===== src/rtl/scp_pkg.sv =====
package scp_pkg;
  localparam int NCMD      = 8;
  localparam int NSTORE    = 4;
  localparam int RG_ID     = 0;
  localparam int RG_CACHE  = 5;
  localparam int RG_TLB    = 6;
  localparam int TLB_LO    = 2;
  localparam int TLB_HI    = 6;
  localparam logic [NCMD-1:0] LINE_OPS = 8'hE0;

  // maps a cache opcode to its one-hot command bit; zero when unknown
  function automatic logic [NCMD-1:0] cache_decode(input int unsigned op);
    logic [NCMD-1:0] r;
    case (op)
      28: r = 8'h01;
      20: r = 8'h02;
      12: r = 8'h04;
      10: r = 8'h08;
      14: r = 8'h10;
      13: r = 8'h20;
      11: r = 8'h40;
      15: r = 8'h80;
      default: r = '0;
    endcase
    return r;
  endfunction
endpackage


===== src/rtl/scp_decode.sv =====
module scp_decode
  import scp_pkg::*;
#(
  parameter int REG_W = 4,
  parameter int OP_W  = 6
) (
  input  logic             acc_en,
  input  logic             acc_wr,
  input  logic [REG_W-1:0] acc_reg,
  input  logic [OP_W-1:0]  acc_op,
  output logic [NSTORE-1:0] wr_sel,
  output logic [NSTORE-1:0] rd_sel,
  output logic             rd_id,
  output logic             rd_ct,
  output logic [NCMD-1:0]  cache_hit,
  output logic             tlb_hit,
  output logic             bad
);
  logic op_zero;
  logic is_wr;
  logic rd_ok;
  logic wr_ok;

  assign op_zero = (acc_op == '0);
  assign is_wr   = acc_en & acc_wr;

  for (genvar g = 0; g < NSTORE; g++) begin : g_sel
    assign rd_sel[g] = op_zero & (acc_reg == REG_W'(g + 1));
    assign wr_sel[g] = is_wr & rd_sel[g];
  end

  assign rd_id = (acc_reg == REG_W'(RG_ID)) & op_zero;
  assign rd_ct = (acc_reg == REG_W'(RG_ID)) & (acc_op == OP_W'(1));

  always_comb begin
    cache_hit = '0;
    if (is_wr && acc_reg == REG_W'(RG_CACHE))
      cache_hit = cache_decode(int'(acc_op));
  end

  assign tlb_hit = is_wr & (acc_reg == REG_W'(RG_TLB))
                 & (acc_op >= OP_W'(TLB_LO)) & (acc_op <= OP_W'(TLB_HI));

  assign rd_ok = (|rd_sel) | rd_id | rd_ct;
  assign wr_ok = (|wr_sel) | (|cache_hit) | tlb_hit;
  assign bad   = acc_en & (acc_wr ? ~wr_ok : ~rd_ok);
endmodule


===== src/rtl/scp_store.sv =====
module scp_store
  import scp_pkg::*;
#(
  parameter int DW = 32
) (
  input  logic                        clk,
  input  logic                        rst,
  input  logic [NSTORE-1:0]           wr_sel,
  input  logic [DW-1:0]               wdata,
  output logic [NSTORE-1:0][DW-1:0]   q
);
  for (genvar g = 0; g < NSTORE; g++) begin : g_reg
    always_ff @(posedge clk) begin
      if (rst)            q[g] <= '0;
      else if (wr_sel[g]) q[g] <= wdata;
    end
  end
endmodule


===== src/rtl/scp_cmd.sv =====
module scp_cmd
  import scp_pkg::*;
#(
  parameter int DW = 32
) (
  input  logic            clk,
  input  logic            rst,
  input  logic [NCMD-1:0] cache_hit,
  input  logic            tlb_hit,
  input  logic            bad,
  input  logic [DW-1:0]   wdata,
  output logic [NCMD-1:0] cache_cmd,
  output logic            tlb_cmd,
  output logic            illegal,
  output logic [DW-1:0]   line_addr
);
  always_ff @(posedge clk) begin
    if (rst) begin
      cache_cmd <= '0;
      tlb_cmd   <= 1'b0;
      illegal   <= 1'b0;
      line_addr <= '0;
    end else begin
      cache_cmd <= cache_hit;
      tlb_cmd   <= tlb_hit;
      illegal   <= bad;
      if (|(cache_hit & LINE_OPS)) line_addr <= wdata;
    end
  end
endmodule


===== src/rtl/scp_bank.sv =====
module scp_bank
  import scp_pkg::*;
#(
  parameter int            DW          = 32,
  parameter int            REG_W       = 4,
  parameter int            OP_W        = 6,
  parameter int            IRQ_DIS_BIT = 7,
  parameter logic [DW-1:0] CPU_ID      = 32'h4D00_0863,
  parameter logic [DW-1:0] CACHE_TYPE  = 32'h0D15_2152
) (
  input  logic             clk,
  input  logic             rst,
  input  logic             acc_en,
  input  logic             acc_wr,
  input  logic [REG_W-1:0] acc_reg,
  input  logic [OP_W-1:0]  acc_op,
  input  logic [DW-1:0]    acc_wdata,
  output logic [DW-1:0]    rd_data,
  output logic [7:0]       cache_cmd,
  output logic [DW-1:0]    line_addr,
  output logic             tlb_cmd,
  output logic             illegal,
  input  logic             irq_req,
  output logic             irq_take
);
  localparam int SYS_IDX = 0;

  logic [NSTORE-1:0]         wr_sel;
  logic [NSTORE-1:0]         rd_sel;
  logic                      rd_id;
  logic                      rd_ct;
  logic [NCMD-1:0]           cache_hit;
  logic                      tlb_hit;
  logic                      bad;
  logic [NSTORE-1:0][DW-1:0] bank_q;

  scp_decode #(.REG_W(REG_W), .OP_W(OP_W)) u_dec (
    .acc_en   (acc_en),
    .acc_wr   (acc_wr),
    .acc_reg  (acc_reg),
    .acc_op   (acc_op),
    .wr_sel   (wr_sel),
    .rd_sel   (rd_sel),
    .rd_id    (rd_id),
    .rd_ct    (rd_ct),
    .cache_hit(cache_hit),
    .tlb_hit  (tlb_hit),
    .bad      (bad)
  );

  scp_store #(.DW(DW)) u_store (
    .clk   (clk),
    .rst   (rst),
    .wr_sel(wr_sel),
    .wdata (acc_wdata),
    .q     (bank_q)
  );

  scp_cmd #(.DW(DW)) u_cmd (
    .clk      (clk),
    .rst      (rst),
    .cache_hit(cache_hit),
    .tlb_hit  (tlb_hit),
    .bad      (bad),
    .wdata    (acc_wdata),
    .cache_cmd(cache_cmd),
    .tlb_cmd  (tlb_cmd),
    .illegal  (illegal),
    .line_addr(line_addr)
  );

  always_comb begin
    rd_data = '0;
    if (rd_id) rd_data = CPU_ID;
    if (rd_ct) rd_data = CACHE_TYPE;
    for (int i = 0; i < NSTORE; i++)
      if (rd_sel[i]) rd_data = bank_q[i];
  end

  assign irq_take = irq_req & ~bank_q[SYS_IDX][IRQ_DIS_BIT];
endmodule


===== config.mk =====
export PLATFORM = sky130hd
export DESIGN_NAME = scp_bank
export DESIGN_NICKNAME = d
export VERILOG_FILES = /design/src/rtl/scp_pkg.sv /design/src/rtl/scp_decode.sv /design/src/rtl/scp_store.sv /design/src/rtl/scp_cmd.sv /design/src/rtl/scp_bank.sv
export SDC_FILE = /design/constraint.sdc
export NUM_CORES = 1
export LEC_CHECK = 0
export BUFFER_PORTS_ARGS = -buffer_cell sky130_fd_sc_hd__buf_4
export CORE_UTILIZATION = 50
export DETAILED_ROUTE_END_ITERATION = 7
export PLACE_DENSITY = 0.81
export SLEW_MARGIN = 20
export SYNTH_ARGS = -nofsm -noshare
export SYNTH_HDL_FRONTEND = slang
export SYNTH_SLANG_ARGS = --single-unit
export TNS_END_PERCENT = 30

===== constraint.sdc =====
create_clock -name clk -period 1.64 [get_ports clk]
set_input_delay 0.082 -clock clk [delete_from_list [all_inputs] [get_ports clk]]
set_output_delay 0.082 -clock clk [all_outputs]
set_load 0.02 [all_outputs]

* Word-level counts from Yosys, hierarchy flattened
Memory sizes are Yosys's and may differ from the RTL's.
Cells that the tools add are included.
** Word-level totals
- Bits in registers :: 170
- Bits in latches :: 0
- Bits in writable memories :: 0
- ROM bits :: 256
- Bits of input ports :: 47
- Output and inout bits :: 75
- Logic and storage cells :: 57
- Memories :: 1
** Operators by class
- Add/subtract/negate cells :: 0
- Multiply operators :: 0
- Divide/modulo/power cells :: 0
- $lt $le $gt $ge :: 2
- Equal/unequal tests :: 7
- Shifts and indexed selects :: 0
- Muxes and demuxes :: 9
- Bitwise gates (word level) :: 23
- Reductions and logical operators :: 7
** Memories
- (name not given) :: words 32, width 8, rd ports 1, clocked after memory_dff 0, write ports 0, line scp_pkg.sv:14 : case (op)
** Operator list (number)
- $mux 32 :: 5
- $mux 31 :: 1
- $and 1x1->1 :: 16
- $mux 8 :: 2
- $eq 4x3->1 const B :: 3
- $eq 4x2->1 const B :: 2
- $reduce_or 4->1 :: 2
- $reduce_or 8->1 :: 1
- $eq 6x1->1 const B :: 1
- $ge 6x2->1 const B :: 1
- $le 6x3->1 const B :: 1
- $logic_not 6->1 :: 1
- $eq 4x1->1 const B :: 1
- $logic_not 4->1 :: 1
- $or 1x1->1 :: 4
- $not 1->1 :: 3
- $reduce_or 3->1 :: 1
- $logic_and 1x1->1 :: 1
- $mux 1 :: 1

* Logic depth before layout (Yosys ltp)
- Word-level depth :: 9
- Gate-level depth with buffers :: 8
- Depth with buffers taken out :: 4

* By module
A second synthesis with hierarchy kept.
** Unflattened totals
- Cells, all modules :: 807
- Area, all modules :: 7940.1 um^2
** Modules (own cells, without submodules)
- scp_store :: times used 1, cells an instance 414, area each 4679.5 um^2, sequential area each 2562.5 um^2
- scp_cmd :: times used 1, cells an instance 173, area each 1769.2 um^2, sequential area each 840.8 um^2
- scp_bank :: times used 1, cells an instance 165, area each 1141.1 um^2, sequential area each 0.0 um^2
- scp_decode :: times used 1, cells an instance 55, area each 350.3 um^2, sequential area each 0.0 um^2

* Worst setup path after synthesis
No wires, ideal clock.
- Path type :: input port to output port
- From :: input acc_op[2]
- To :: output rd_data[13]
- Arrival time :: 1.774 ns
- Data required time :: 1.558 ns
- Setup slack :: -0.216 ns
- Stages :: 6
- Path buffers :: 3
- Cells stage by stage :: buf_2 or2_2 clkbuf_1 or3_1 clkbuf_1 o21ai_0
** On the way
- Longest elaborated chain between the ends :: 7
- Elaborated cells on any way between the ends :: 12
- Classes of those cells :: eq/ne (1); mux (5); bitwise (5); reduce/logical (1)
** Ends and longest elaborated chain
- from (decl) :: line scp_bank.sv:16 : input logic [OP_W-1:0] acc_op,
- $eq 6x1->1 :: line scp_decode.sv:33 : assign rd_ct = (acc_reg == REG_W'(RG_ID)) & (acc_op == OP_W'(1));
- $and 1x1->1 :: line scp_decode.sv:33
- $mux 32 :: line scp_bank.sv:75 : if (rd_ct) rd_data = CACHE_TYPE;
- $mux 32 (3 in series) :: line scp_bank.sv:77 : if (rd_sel[i]) rd_data = bank_q[i];
- $mux 32 * :: line scp_bank.sv:77
- to (decl) :: line scp_bank.sv:18 : output logic [DW-1:0] rd_data,
Mark *: on every way between the ends. The rest lies on a longest branch, timed or not.

* Final worst setup path
- From :: input acc_op[5]
- To :: output rd_data[18]
Same word-level chain as after synthesis.

==> qor.txt <==
die area = 14900 sq um
Inserted Diodes = 0
Vias = 7249
H-tree level count = 4
Slew headroom = 59.5%
XOR/XNOR Fraction of Synth Area = 0.122%
Max-Cap Viols = 0
Initial DRT Pass Iterations = 6
Compound-Gate Fraction of Synth Area = 17.0%
Synth area leaders = dfxtp_1 47%, nand2_1 14%, a21oi_1 10%, mux2i_1 7.1%, nor2_1 3.6%
pre-CTS setup slack = -0.235 ns
routed len/inst = 17.2 um
Placed Area = 8630 sq um
fin crit share = 111%
FF-to-FF Start = u_store.q[82]
hold_sp = acc_op[3]
hold depth = 4
main flop type after synthesis = dfxtp_1
Setup TNS = -3.48 ns
measured slew at the worst slew-check pin = 0.608 ns
syn_nets = 968
Clock Tree Buf Depth = 2
min Tclk post-route = 1.83 ns
hold crit path type = input pin to register
Setup crit end kind = primary output
post-route cell area = 9820 sq um
Critical Path AT = 1.75 ns
pwr dens = 916 nW/um^2
first-pass GRT wire length = 34000 um
Syn-to-layout area delta = 36.4%
Post-Synth Adder-Cell Area = 0%
Synth area leader = dfxtp_1
port bufs = 121
worst reg2reg path depth = 2
Pleak = 3.93 nW
Clock Skew = 0 ns
worst-skew pair later-pin latency = 0.42 ns
Max IR drop VDD = 810 uV
Core Box Area = 14000 sq um
failing checks = negative setup slack
clock tree from TritonCTS = done
Setup CP Type = input pin to primary output
synthesized area = 7200 sq um
Seq/Total Area, Yosys = 47.3%
Clock Pin Slew Worst Setup and Hold Paths = 0.06 ns
Nets = 1136
maximum fanout along the worst path = 6
RePlAce Congestion = 0.818
Worst setup startpoint = acc_op[5]
Synth cell types = 47
Initial Utilization = 51.5%
Yosys Warn Count = 0
Post-route DRC = 0
Final Hold Viols = 0
total grt overflow = 0
final WL = 22000 um
share of cells above drive strength 1 = 22.3%
Synth Area in Simple Gates = 23.2%
Die W = 122 um
count of pins over their slew limit = 0
Yosys reg bits = 170
total CTS buffers = 17
DRT antenna net count = 0
final setup violation count = 32
largest family of logic cells by synthesized area = simple AND/OR/NAND/NOR gates
startpoint types = input pin
initial antenna violation count = 0
CTS root buf = clkbuf_16
Max Fclk = 0.547 GHz
Mapped Avg Cell Area = 7.82 sq um
Vias/cell = 5.67
run status = finished, violations left
Die H = 122 um
share of the synthesized area in the top cell type = 47.3%
io pins = 122
setup ws final = -0.188 ns
RSZ-0062 raised after global routing = true
Post-synth EDFFs = 0
Mapped Cells = 921
Initial DRC Count = 764
DP Wirelength = 13100 um
Required @ worst endpoint = 1.56 ns
Row Count = 43
mux contribution to synthesized area = 7.09%
vias in the first global route = 6800
overall routing resource usage = 29.6%
clk sinks = 170
ys async rst share = 0%
largest net degree at the start of global routing = 61
-- sequential cells by signal, indices dropped and copies added (netlist names) --
| signal | cells |
|---|---|
| u_cmd.tlb_cmd | 1 |
| u_cmd.illegal | 1 |
| u_cmd.line_addr | 32 |
| u_store.q | 128 |
| u_cmd.cache_cmd | 8 |
-- cell type report --
class / instances / area [sq um]
Fill cell: 1058 / 4160
Inverter: 6 / 22.5
Timing Repair Buffer: 226 / 2010
Clock buffer: 23 / 488
Clock inverter: 6 / 136
Sequential cell: 170 / 3400
Multi-Input combinational cell: 668 / 3540
Tap cell: 180 / 225
-- worst paths after layout --
check / end / slack (ns)
max: rd_data[18] / -0.19
min: u_cmd.cache_cmd[0] / 0.02
max reg2reg: u_store.q[82] / 0.97
min reg2reg: u_store.q[51] / 0.45
-- stage by stage --
stage                     total power [W]  util, %  instances  hold WS [ns]
final                             0.00900     70.2       1279        0.0246
after global routing              0.00921     70.2       1279        0.0510
after CTS                         0.00900     69.5       1277        0.0151
after detailed placement          0.00471     61.7       1209         0.360
after global placement            0.00471     61.7       1209         0.359
after floorplan                   0.00444        -        921         0.154
-- per-layer routing --
metal / part of all wire, % / routed length (um) / vias up / track usage, %
li1: - / - / 3428 / -
met1: 41 / 8930 / 3422 / 36.5
met2: 49 / 10700 / 346 / 50.0
met3: 7.7 / 1710 / 53 / 6.09
met4: 2.9 / 646 / 0 / 12.0
met5: 0 / 0 / - / 0
-- logic make-up (layout without fill, tap and decap cells) --
kind of cell | Yosys count | in the layout
AO/OA/AOI/OAI | 222 | 222
XOR/XNOR | 1 | 1
buffers and inverters | 83 | 261
flip-flops | 170 | 170
multiplexers | 51 | 51
AND/OR/NAND/NOR | 394 | 394
-- power breakdown --
group	switching, W	leakage [nW]	internal [W]
registers	0.000000969	1.37	0.00413
logic	0.000330	2.26	0.000258
clock network	0.00158	0.302	0.00269
-- cells in the final DEF (no fill, tap or decap), types with 4 or more instances in the layout --
master / n
a21oi_1: 145
a22oi_1: 23
buf_12: 13
buf_4: 162
buf_6: 14
bufinv_16: 4
clkbuf_16: 17
clkbuf_8: 4
dfxtp_1: 170
dlygate4sd3_1: 36
inv_1: 6
mux2i_1: 51
nand2_1: 278
nand2b_1: 7
nand4_1: 5
nor2_1: 69
nor4_1: 4
o21ai_0: 13
o21ai_1: 9
o21ai_2: 9
o21ai_4: 4
o22ai_1: 5
-- synthesized netlist by cell type, types with 2 or more instances --
master      n
nand2_1   278
dfxtp_1   170
a21oi_1   145
nor2_1     69
clkbuf_1   53
mux2i_1    51
o21ai_0    24
a22oi_1    23
buf_2      15
o21ai_1    11
nand2b_1    7
buf_6       6
inv_1       6
nand4_1     5
o22ai_1     5
a221oi_1    4
nor2b_1     4
nor4_1      4
a221o_1     3
nand3_1     3
nor3_1      3
or4_1       3
and4_1      2
buf_4       2
nor4_4      2
nor4b_1     2
-- timing repair --
action | 4_1_cts | 5_1_grt
endpoints found under the hold margin | 165 | 0
hold buffers | 36 | 0
buffers inserted | 2 | 2
cloned | 1 | 0
resized for setup | 22 | 19
pin swaps | 5 | 2
setup endpoints to repair | 32 | 35
-- worst max-delay path, stage by stage --
cell and delay [ns]:
buf_6 0.09, or4_4 0.58, buf_12 0.16, or3_4 0.36, buf_12 0.17, o21ai_4 0.16
buf_6 0.14
No activity file was read; power rests on OpenSTA's default activity.
